==> src/rtl/fc_pkg.sv <==
package fc_pkg;
    typedef enum logic [2:0] {
        FC_IDLE = 3'd0,
        FC_OFF1 = 3'd1,
        FC_OFF2 = 3'd2,
        FC_ON1  = 3'd3,
        FC_ON2  = 3'd4
    } fc_state_e;

    typedef enum logic [1:0] {
        SEL_OFF1 = 2'd0,
        SEL_OFF2 = 2'd1,
        SEL_ON1  = 2'd2,
        SEL_ON2  = 2'd3
    } fc_sel_e;

    localparam int FC_NCHARS = 4;
endpackage

==> src/rtl/fc_level_watch.sv <==
module fc_level_watch #(
    parameter int CNT_W = 5
) (
    input  logic [CNT_W-1:0] rx_level,
    input  logic [CNT_W-1:0] trig_level,
    output logic             level_high
);
    // Level counts as high once it reaches the trigger.
    always_comb begin
        level_high = (rx_level >= trig_level);
    end
endmodule

==> src/rtl/fc_seq_fsm.sv <==
module fc_seq_fsm
    import fc_pkg::*;
(
    input  logic    clk,
    input  logic    rst_n,
    input  logic    auto_en,
    input  logic    dual_mode,
    input  logic    level_high,
    input  logic    fc_accept,
    output logic    busy,
    output fc_sel_e sel,
    output logic    halted
);
    fc_state_e state_q, state_d;
    logic      pair_q, pair_d;
    logic      halted_d;
    logic      last_off, last_on;

    // State register process
    always_ff @(posedge clk or negedge rst_n) begin
        if (!rst_n) begin
            state_q <= FC_IDLE;
            pair_q  <= 1'b0;
            halted  <= 1'b0;
        end else begin
            state_q <= state_d;
            pair_q  <= pair_d;
            halted  <= halted_d;
        end
    end

    // Next-state logic
    always_comb begin
        state_d = state_q;
        pair_d  = pair_q;
        unique case (state_q)
            FC_IDLE: begin
                if (auto_en && level_high && !halted) begin
                    state_d = FC_OFF1;
                    pair_d  = dual_mode;
                end else if (auto_en && !level_high && halted) begin
                    state_d = FC_ON1;
                    pair_d  = dual_mode;
                end
            end
            FC_OFF1: if (fc_accept) state_d = pair_q ? FC_OFF2 : FC_IDLE;
            FC_OFF2: if (fc_accept) state_d = FC_IDLE;
            FC_ON1:  if (fc_accept) state_d = pair_q ? FC_ON2 : FC_IDLE;
            FC_ON2:  if (fc_accept) state_d = FC_IDLE;
            default: state_d = FC_IDLE;
        endcase
    end

    // Output logic
    always_comb begin
        busy     = 1'b1;
        sel      = SEL_OFF1;
        last_off = 1'b0;
        last_on  = 1'b0;
        unique case (state_q)
            FC_IDLE: busy = 1'b0;
            FC_OFF1: begin sel = SEL_OFF1; last_off = !pair_q; end
            FC_OFF2: begin sel = SEL_OFF2; last_off = 1'b1;    end
            FC_ON1:  begin sel = SEL_ON1;  last_on  = !pair_q; end
            FC_ON2:  begin sel = SEL_ON2;  last_on  = 1'b1;    end
            default: busy = 1'b0;
        endcase
        halted_d = halted;
        if (fc_accept && last_off) halted_d = 1'b1;
        if (fc_accept && last_on)  halted_d = 1'b0;
    end
endmodule

==> src/rtl/fc_tx_arbiter.sv <==
module fc_tx_arbiter
    import fc_pkg::*;
#(
    parameter int CHAR_W = 8
) (
    input  logic              busy,
    input  fc_sel_e           sel,
    input  logic [CHAR_W-1:0] stop_char1,
    input  logic [CHAR_W-1:0] stop_char2,
    input  logic [CHAR_W-1:0] go_char1,
    input  logic [CHAR_W-1:0] go_char2,
    input  logic              usr_valid,
    input  logic [CHAR_W-1:0] usr_data,
    input  logic              sh_ready,
    output logic              usr_ready,
    output logic              tx_valid,
    output logic [CHAR_W-1:0] tx_data,
    output logic              fc_accept
);
    logic [CHAR_W-1:0] char_tab [FC_NCHARS];
    logic [CHAR_W-1:0] fc_char;

    assign char_tab[SEL_OFF1] = stop_char1;
    assign char_tab[SEL_OFF2] = stop_char2;
    assign char_tab[SEL_ON1]  = go_char1;
    assign char_tab[SEL_ON2]  = go_char2;

    always_comb begin
        fc_char = '0;
        for (int i = 0; i < FC_NCHARS; i++) begin
            if (sel == fc_sel_e'(i)) fc_char = char_tab[i];
        end
    end

    always_comb begin
        if (busy) begin
            tx_valid  = 1'b1;
            tx_data   = fc_char;
            usr_ready = 1'b0;
            fc_accept = sh_ready;
        end else begin
            tx_valid  = usr_valid;
            tx_data   = usr_data;
            usr_ready = sh_ready;
            fc_accept = 1'b0;
        end
    end
endmodule

==> src/rtl/xonxoff_injector.sv <==
module xonxoff_injector
    import fc_pkg::*;
#(
    parameter int CNT_W  = 5,
    parameter int CHAR_W = 8
) (
    input  logic              clk,
    input  logic              rst_n,
    input  logic              auto_en,
    input  logic              dual_mode,
    input  logic [CNT_W-1:0]  rx_level,
    input  logic [CNT_W-1:0]  trig_level,
    input  logic [CHAR_W-1:0] stop_char1,
    input  logic [CHAR_W-1:0] stop_char2,
    input  logic [CHAR_W-1:0] go_char1,
    input  logic [CHAR_W-1:0] go_char2,
    input  logic              usr_valid,
    input  logic [CHAR_W-1:0] usr_data,
    output logic              usr_ready,
    output logic              tx_valid,
    output logic [CHAR_W-1:0] tx_data,
    input  logic              sh_ready,
    output logic              peer_halted
);
    logic    level_high;
    logic    seq_busy;
    logic    fc_accept;
    fc_sel_e seq_sel;

    fc_level_watch #(.CNT_W(CNT_W)) u_watch (
        .rx_level   (rx_level),
        .trig_level (trig_level),
        .level_high (level_high)
    );

    fc_seq_fsm u_fsm (
        .clk        (clk),
        .rst_n      (rst_n),
        .auto_en    (auto_en),
        .dual_mode  (dual_mode),
        .level_high (level_high),
        .fc_accept  (fc_accept),
        .busy       (seq_busy),
        .sel        (seq_sel),
        .halted     (peer_halted)
    );

    fc_tx_arbiter #(.CHAR_W(CHAR_W)) u_arb (
        .busy       (seq_busy),
        .sel        (seq_sel),
        .stop_char1 (stop_char1),
        .stop_char2 (stop_char2),
        .go_char1   (go_char1),
        .go_char2   (go_char2),
        .usr_valid  (usr_valid),
        .usr_data   (usr_data),
        .sh_ready   (sh_ready),
        .usr_ready  (usr_ready),
        .tx_valid   (tx_valid),
        .tx_data    (tx_data),
        .fc_accept  (fc_accept)
    );
endmodule

==> config.mk <==
export PLATFORM = sky130hd
export DESIGN_NAME = xonxoff_injector
export DESIGN_NICKNAME = d
export VERILOG_FILES = /design/src/rtl/fc_pkg.sv /design/src/rtl/fc_level_watch.sv /design/src/rtl/fc_seq_fsm.sv /design/src/rtl/fc_tx_arbiter.sv /design/src/rtl/xonxoff_injector.sv
export SDC_FILE = /design/constraint.sdc
export NUM_CORES = 1
export LEC_CHECK = 0
export BUFFER_PORTS_ARGS = -buffer_cell sky130_fd_sc_hd__buf_2
export CORE_ASPECT_RATIO = 1.1
export CORE_MARGIN = 2
export CORE_UTILIZATION = 35
export CTS_CLUSTER_SIZE = 12
export DETAILED_ROUTE_END_ITERATION = 10
export PLACE_DENSITY = 0.75
export SETUP_SLACK_MARGIN = 0.3
export SLEW_MARGIN = 40
export SYNTH_ARGS = -nofsm -noshare
export SYNTH_HDL_FRONTEND = slang
export SYNTH_HIERARCHICAL = 1
export SYNTH_SLANG_ARGS = --single-unit
==> constraint.sdc <==
create_clock -name clk -period 4.85 [get_ports clk]
set_input_delay 0.485 -clock clk [delete_from_list [all_inputs] [get_ports clk]]
set_output_delay 0.485 -clock clk [all_outputs]
set_load 0.05 [all_outputs]
==> out/metrics.cfg, run 1 <==
[power]
clockPowerShare_pct=6.4
p_leak_nw=0.5895
switching_power_w=0.0004485
pwr-share-seq_pct=14.0
switching_share_pct=61.32
combPwrFrac_pct=79.6
p_int_w=0.0002829
vdd_drop_max_uv=322.7
p_per_area_nw_per_um2=620.6

[global_route]
overflow=0
grt_pass1_vias=867
grt_first_pass_wirelength_um=3470
grt_max_degree=17
antenna_found_initial=0
grt_use_total_pct=14.99

[timing]
setup-violations-final=0
hold_slack_ns=0.05142
hold_violations=0
slew_headroom_pct=57.45
drv_slew=0
post-route-min-period_ns=2.851
tightest_slew_ns=0.6358
post-route-period-util_pct=58.79
rsz0062_at_grt=no
fin_skew_ns=0.004454
layout_setup_ws_ns=1.999
max_freq_mhz=350.7
totalNegativeSetupSlack_ns=0

[die]
die_y_um=55.33
dieArea_um2=2803
initial_core_util_pct=37.22
num_rows=18
die_x_um=50.66
ios=67
core_um2=2252

[synthesis]
synth_edf_count=0
synth_area_um2=838.3
ys_warn_count=6
synth.largest_area_cell=mux2i_1
avgSynthCellArea_um2=8.383
yosys-top-cells-area=mux2i_1 19%, dfrtp_1 15%, o221ai_1 8.4%
ys.flop_type=dfrtp_1
synth_cell_types=38
syn_nets=161
async_reset_ff_share_pct=100.0
ys_ff_latch=5
synth_cells=100
synth_top_area_share_pct=19.10
yosysSeqAreaShare_pct=14.93

[place]
port_buffers=66
gp_congestion=0.7277
dp_slack_ns=2.198
placed_cell_area_um2=1152
hpwlAfterDp_um=1818

[run_status]
outcome=completed

[finish]
layout.nets=225
nFillCells=222
antenna_cells=0
syn_to_final_growth_pct=40.60
layout_commonest_cell=buf_2
drive_gt1_share_pct=44.79
final_cell_mix=66 x buf_2, 16 x mux2i_1, 11 x nand2b_1
final_util_pct=52.33
stdcell_area_um2=1179

[clock_tree]
cts-hold-fix-buffers=0
cts_tree=built
cts_post_setup_buffers_inserted=0
cts_root_buf=clkbuf_4
cts.path.max_buffers=2
cts_buffers=3
cts_sinks=5
clkSlewWorstSetupHoldPaths_ns=0.04
ctsResizeCount=0
cts_max_level=1
clkLatencyLatePin_ns=0.24

[route]
drc_errors=0
dr.pass1.iters=4
dr.first_iter.drc_count=17
avgViaCountPerCell=4.990
wirelength_um=2145
dr_total_vias=963
drt.antenna.violating_nets=0
wl_per_cell_um=11.11

[setup_path]
cp-end-kind=output port
startpoint_type=flip-flop
cp_data_required_time_ns=4.37
arrival_ns=2.37
crit_fanout=13
crit_type=flip-flop to output port

[hold_path]
min_path_type=input port to asynchronous set/reset pin

[run]
max-cap-violations=0

registers in the layout, indices dropped and copies added (netlist names):
signal,count
u_fsm/halted,1
u_fsm/pair_q,1
u_fsm/state_q,3
power by group through the flow:
stage          Combinational [W]  Clock [W]  Sequential, W
2_1_floorplan           0.000501          0      0.0000885
3_3_place_gp            0.000576          0      0.0000988
3_5_place_dp            0.000585          0       0.000103
4_1_cts                 0.000587  0.0000493       0.000102
5_1_grt                 0.000627  0.0000509       0.000109
6_report                0.000582  0.0000467       0.000103
cell usage after synthesis (all sizes together), types with 2 or more instances:
cell type,n
a21boi,2
a21oi,2
a32oi,2
buf,5
clkbuf,2
dfrtp,5
ha,5
inv,9
mux2i,16
nand2,5
nand2b,11
nand3,3
nor2,4
nor2b,2
nor3,2
o21ai,3
o221ai,8
cells by family (layout without fill, tap and decap cells):
| logic type | count (synthesis) | in the layout | synth area share, % |
|---|---|---|---|
| simple gates | 32 | 32 | 22.39 |
| xor+xnor | 2 | 2 | 2.090 |
| fa+ha+maj | 5 | 5 | 7.463 |
| flops | 5 | 5 | 14.93 |
| compound gates | 23 | 23 | 20.45 |
| buf+inv | 16 | 79 | 11.79 |
| mux | 17 | 17 | 20.89 |
worst paths after layout:
path | slack [ns] | to | depth (start not counted) | startpoint
min reg2reg | 0.60 | u_fsm/pair_q | 1 | u_fsm/pair_q
min | 0.05 | u_fsm/state_q[2] | 1 | rst_n
max reg2reg | 2.75 | u_fsm/halted | 6 | u_fsm/state_q[1]
min in group clk | 0.48 | u_fsm/pair_q | 2 | dual_mode
max in group asynchronous | 4.67 | u_fsm/state_q[1] | 1 | rst_n
max | 2.00 | tx_data[0] | 5 | u_fsm/state_q[1]
area by class of cell:
type | count | area, um^2 | area share [%]
Sequential cell | 5 | 125.1 | 10.62
Timing Repair Buffer | 66 | 330.3 | 28.03
Tap cell | 30 | 37.54 | 3.185
Inverter | 9 | 33.78 | 2.866
Clock buffer | 4 | 26.28 | 2.229
Multi-Input combinational cell | 79 | 625.6 | 53.08
per-stage QoR:
stage	power, W	std cells
floorplan	0.0005898	100
global placement	0.0006748	189
detailed placement	0.0006883	189
CTS	0.0007388	193
global route	0.0007864	193
finish	0.0007315	193
metal layers:
metal / up-vias / share of wire (%) / global-route usage (%)
li1: 496 / - / -
met1: 410 / 40 / 17.70
met2: 57 / 46 / 26.50
met4: 0 / 0 / 3.475
met5: - / 0 / 0
met3: 0 / 13 / 4.054
worst max-delay path: stages, from the launching register on:
cell	delay, ns
dfrtp_1	0.54
o21a_1	0.27
nor2_1	0.45
nand2b_1	0.32
o221ai_1	0.25
buf_2	0.30
No activity file was read; power rests on OpenSTA's default activity.
==> run 2, diff against run 1 <==
clock period = 3 ns   (was 4.85 ns; I/O delays follow)
==> run 2 against run 1 <==
- routed wire length shrank 0.28%
- via count is 2.3% higher
- critical path depth did not move
- power rose by 63%
- clock skew down 0.0024 ns
- critical path type unchanged
- largest cell class unchanged
- highest routed layer unchanged
==> out/metrics.cfg, run 2 (synthesis results as in run 1) <==
[global_route]
antenna_found_initial=0
grt_max_degree=17
grt_use_total_pct=14.88
grt_first_pass_wirelength_um=3394
overflow=0
grt_pass1_vias=875

[timing]
fin_skew_ns=0.002076
setup-violations-final=0
slew_headroom_pct=72.87
totalNegativeSetupSlack_ns=0
post-route-period-util_pct=77.44
hold_violations=0
max_freq_mhz=430.5
post-route-min-period_ns=2.323
rsz0062_at_grt=no
drv_slew=0
tightest_slew_ns=0.4070

[clock_tree]
clkLatencyLatePin_ns=0.24
cts_root_buf=clkbuf_4
cts_max_level=1
cts.path.max_buffers=2
clkSlewWorstSetupHoldPaths_ns=0.04
cts_tree=built
cts_sinks=5
cts_buffers=3

[finish]
antenna_cells=0
layout.nets=227
final_cell_mix=66 x buf_2, 16 x mux2i_1, 11 x nand2b_1
biggestRegsByFlops=u_fsm/state_q: 3 flops, u_fsm/halted: 1 flops, u_fsm/pair_q: 1 flops
nFillCells=213
multiInputGateArea_um2=625.6
drive_gt1_share_pct=45.45
ff_latch_area_um2=125.1
regMostFlops=u_fsm/state_q
layout_commonest_cell=buf_2
syn_to_final_growth_pct=42.69
largest_reg_flops=3
final-instance-count-excl-fill=195

[die]
initial_core_util_pct=37.22
ios=67
die_x_um=50.66
num_rows=18
core_um2=2252
die_y_um=55.33
dieArea_um2=2803

[run]
max-cap-violations=0

[route]
drt.antenna.violating_nets=0
wl_per_cell_um=10.97
dr.first_iter.drc_count=5
wirelength_um=2139
avgViaCountPerCell=5.051
dr_total_vias=985
dr.pass1.iters=4
drc_errors=0

[place]
port_buffers=66
gp_congestion=0.7833
dp.cells=190
hpwlAfterDp_um=1821

[setup_path]
cp-end-kind=output port
startpoint_type=flip-flop
reg2regPathDepth=6
cp_data_required_time_ns=2.70
crit_type=flip-flop to output port
arrival_ns=2.02
crit_fanout=13

[power]
p_per_area_nw_per_um2=996.9
p_leak_nw=0.5998
vdd_drop_max_uv=593.1

[hold_path]
min_delay_path_depth=2
min_path_type=input port to flip-flop

[run_status]
outcome=completed

run 2: cell count changes in the layout (fill, tap and decap cells not counted), sizes merged:
cell         previous run  this run
dlygate4sd3             0         1
buf                    66        67
run 2: repair_timing:
item | CTS | global route
hold buffers | 1 | 0
setup buffers | 0 | 0
gates resized for setup | 1 | 1
setup endpoints to repair | 4 | 2
hold endpoints to repair | 5 | 0
run 2: power by group:
part           switching (W)  total (W)  internal (W)
sequential         0.0000675   0.000162     0.0000948
clock              0.0000259  0.0000761     0.0000502
combinational       0.000632   0.000954      0.000322
run 2: layer usage:
metal	global-route usage (%)	share of wire, %	wire (um)
met1	15.69	38	809
met2	27.82	49	1041
met3	3.243	14	289
met4	5.792	0	0
met5	0	0	0
run 2: final cells by class:
type | instances | share of cell area [%]
clock buffers | 4 | 2.197
inverters | 9 | 2.824
multi-input cells | 79 | 52.30
flip-flops and latches | 5 | 10.46
well taps | 30 | 3.138
repair buffers | 68 | 29.08
run 2: path summary, 6_finish.rpt:
path	from	endpoint	slack [ns]
max	u_fsm/state_q[1]	tx_data[2]	0.68
min	dual_mode	u_fsm/pair_q	0.30
max reg2reg	u_fsm/state_q[1]	u_fsm/halted	1.20
min reg2reg	u_fsm/pair_q	u_fsm/pair_q	0.62
max in group asynchronous	rst_n	u_fsm/state_q[1]	2.47
min in group asynchronous	rst_n	u_fsm/pair_q	0.40
run 2: worst max-delay path, cell delays in order, from the launching register on:
cell and delay (ns):
dfrtp_1 0.52, o21a_1 0.29, nor2_4 0.20, nand2b_1 0.23, o221ai_1 0.26, buf_2 0.30
run 2: through the flow:
stage / utilization, % / area [um^2] / hold slack [ns] / setup WS [ns] / power, W
after global placement: 51.17 / 1152 / 0.1156 / 0.6554 / 0.001090
after global routing: 53.11 / 1196 / 0.2943 / 0.4277 / 0.001288
after detailed placement: 51.17 / 1152 / 0.1168 / 0.5596 / 0.001111
final: 53.11 / 1196 / 0.2978 / 0.6769 / 0.001192
after CTS: 52.89 / 1191 / 0.2870 / 0.5157 / 0.001198
after floorplan: - / 838.3 / 0.004409 / 0.6079 / 0.0009535
==> run 3, diff against run 2 <==
PLACE_DENSITY = 0.78   (was 0.75)
clock period = 1.9 ns   (was 3 ns; I/O delays follow)
==> run 3 against run 2 <==
- the flow now finishes with violations (negative setup slack)
- routed wire length increased by 87%
- via count increased by 16%
- first-iteration DRC count increased by 20%
- sequential power increased by 55%
- flip-flop and latch count unchanged
- register-to-register slack got worse by 1.1 ns
- sequential share of layout area decreased by 3.9 points
- clock power increased by 73%
- critical path depth increased by 2
- core utilization increased by 35 points
- global-route usage increased by 9.4 points
- setup slack got worse by 0.85 ns
- largest cell class unchanged
==> out/metrics.cfg, run 3 (synthesis results as in run 1) <==
[finish]
layout.nets=249
largest_reg_flops=3
final-instance-count-excl-fill=217
final_util_pct=87.67
stdcell_area_um2=1974
nFillCells=101
biggestRegsByFlops=u_fsm/state_q: 3 flops, u_fsm/halted: 1 flops, u_fsm/pair_q: 1 flops
syn_to_final_growth_pct=135.5
drive_gt1_share_pct=74.87
final_cell_mix=56 x buf_2, 16 x mux2i_4, 15 x buf_4
layout_commonest_cell=buf_2
antenna_cells=0
regMostFlops=u_fsm/state_q

[die]
ios=67
core_um2=2252
dieArea_um2=2803
initial_core_util_pct=37.22
die_x_um=50.66
num_rows=18
die_y_um=55.33

[route]
wirelength_um=3992
dr.pass1.iters=4
avgViaCountPerCell=5.281
dr_total_vias=1146
drt.antenna.violating_nets=0
dr.first_iter.drc_count=6
drc_errors=0
wl_per_cell_um=18.40

[setup_path]
crit_type=flip-flop to output port
reg2regPathDepth=9
reg2reg_from=u_fsm/state_q[0]
r2r_setup_slack_ns=0.07
critPathSlowestCell=dfrtp_2
path_cells=buf_4 > nor3_4 > nor2_4 > buf_12 > buf_4 > or2_2 > buf_6
timing.rr.end=u_fsm/state_q[1]
cp-end-kind=output port
path_common_cell=buf_4
cp_data_required_time_ns=1.71
cp-startpoint=u_fsm/state_q[0]
arrival_ns=1.89
startpoint_type=flip-flop
crit_fanout=5
max_stage_delay_ns=0.44

[global_route]
grt_first_pass_wirelength_um=5271
grt_max_degree=9
grt-busiest-layer=met2
grt_use_total_pct=24.26
antenna_found_initial=0
use_met1_pct=23.31
use_met2_pct=47.37
grt_pass1_vias=1181
gr-usage-met3_pct=2.703
overflow=0

[hold_path]
min_delay_path_depth=2
hold_path_end=u_fsm/pair_q
min_path_type=input port to flip-flop
worstHoldStart=dual_mode

[run_status]
outcome=complete, but fails checks
violations=negative setup slack

[timing]
max_freq_mhz=481.4
post-route-period-util_pct=109.3
fin_skew_ns=0.004512
layout_setup_ws_ns=-0.1773
slew_headroom_pct=82.31
drv_slew=0
hold_violations=0
tightest_slew_ns=0.2618
rsz0062_at_grt=yes
setup-violations-final=9
post-route-min-period_ns=2.077

[place]
hpwlAfterDp_um=2138
port_buffers=66
gp_congestion=0.7510
placed_cell_area_um2=1563
dp_slack_ns=-0.04925
dp.cells=200

[clock_tree]
cts_buffers=3
cts_sinks=5
cts_tree=built
cts_max_level=1
cts.path.max_buffers=2
clkSlewWorstSetupHoldPaths_ns=0.05
clkLatencyLatePin_ns=0.25
cts_root_buf=clkbuf_4

[power]
vdd_drop_max_uv=1691
p_per_area_nw_per_um2=1774
power_w=0.003503
p_leak_nw=0.8554

[run]
max-cap-violations=0

## run 3: worst max-delay path by stage
stage	cells after the start	slack, ns	end
5_1_grt	7	-0.22	tx_valid
6_report	7	-0.18	tx_valid
3_3_place_gp	7	0.02	tx_data[4]
2_1_floorplan	7	0.07	tx_data[5]
3_5_place_dp	5	-0.05	tx_data[2]
4_1_cts	7	-0.12	tx_data[4]
## run 3: layer usage
metal,part of all wire [%],up-vias
met4,3.1,0
met2,56,57
met5,0,-
met3,5.8,10
li1,-,544
met1,35,535
## run 3: layout make-up
type / instances / area [um^2] / share of cell area [%]
clock buffers: 4 / 26.28 / 1.331
inverters: 9 / 33.78 / 1.711
multi-input cells: 79 / 1091 / 55.26
flip-flops and latches: 5 / 128.9 / 6.527
well taps: 30 / 37.54 / 1.901
repair buffers: 90 / 656.9 / 33.27
## run 3: repair_timing
| item | CTS | global route |
|---|---|---|
| buffers inserted | 5 | 6 |
| gates resized for setup | 41 | 15 |
| endpoints found under the setup margin | 14 | 15 |
| pin swaps | 11 | 9 |
| hold buffers | 1 | 0 |
| gates cloned | 1 | 0 |
| hold endpoints to repair | 5 | 0 |
## run 3: through the flow
stage / setup TNS [ns] / hold WS [ns]
2_1_floorplan: 0 / -0.1056
3_3_place_gp: 0 / 0.009641
3_5_place_dp: -0.3200 / 0.01188
4_1_cts: -0.8398 / 0.1706
5_1_grt: -1.780 / 0.1804
6_report: -1.342 / 0.1683
## run 3: critical path: cells and delay by family, from the launching register on
kind | cells | cell delay, ns
simple gates | 3 | 0.58
buf+inv | 4 | 0.62
flops | 1 | 0.44
## run 3: power by group
group | internal [W] | leakage (nW) | switching (W)
registers | 0.000155 | 0.0594 | 0.0000966
logic | 0.00150 | 0.781 | 0.00162
clock network | 0.0000799 | 0.0150 | 0.0000517
total | 0.00174 | 0.855 | 0.00176
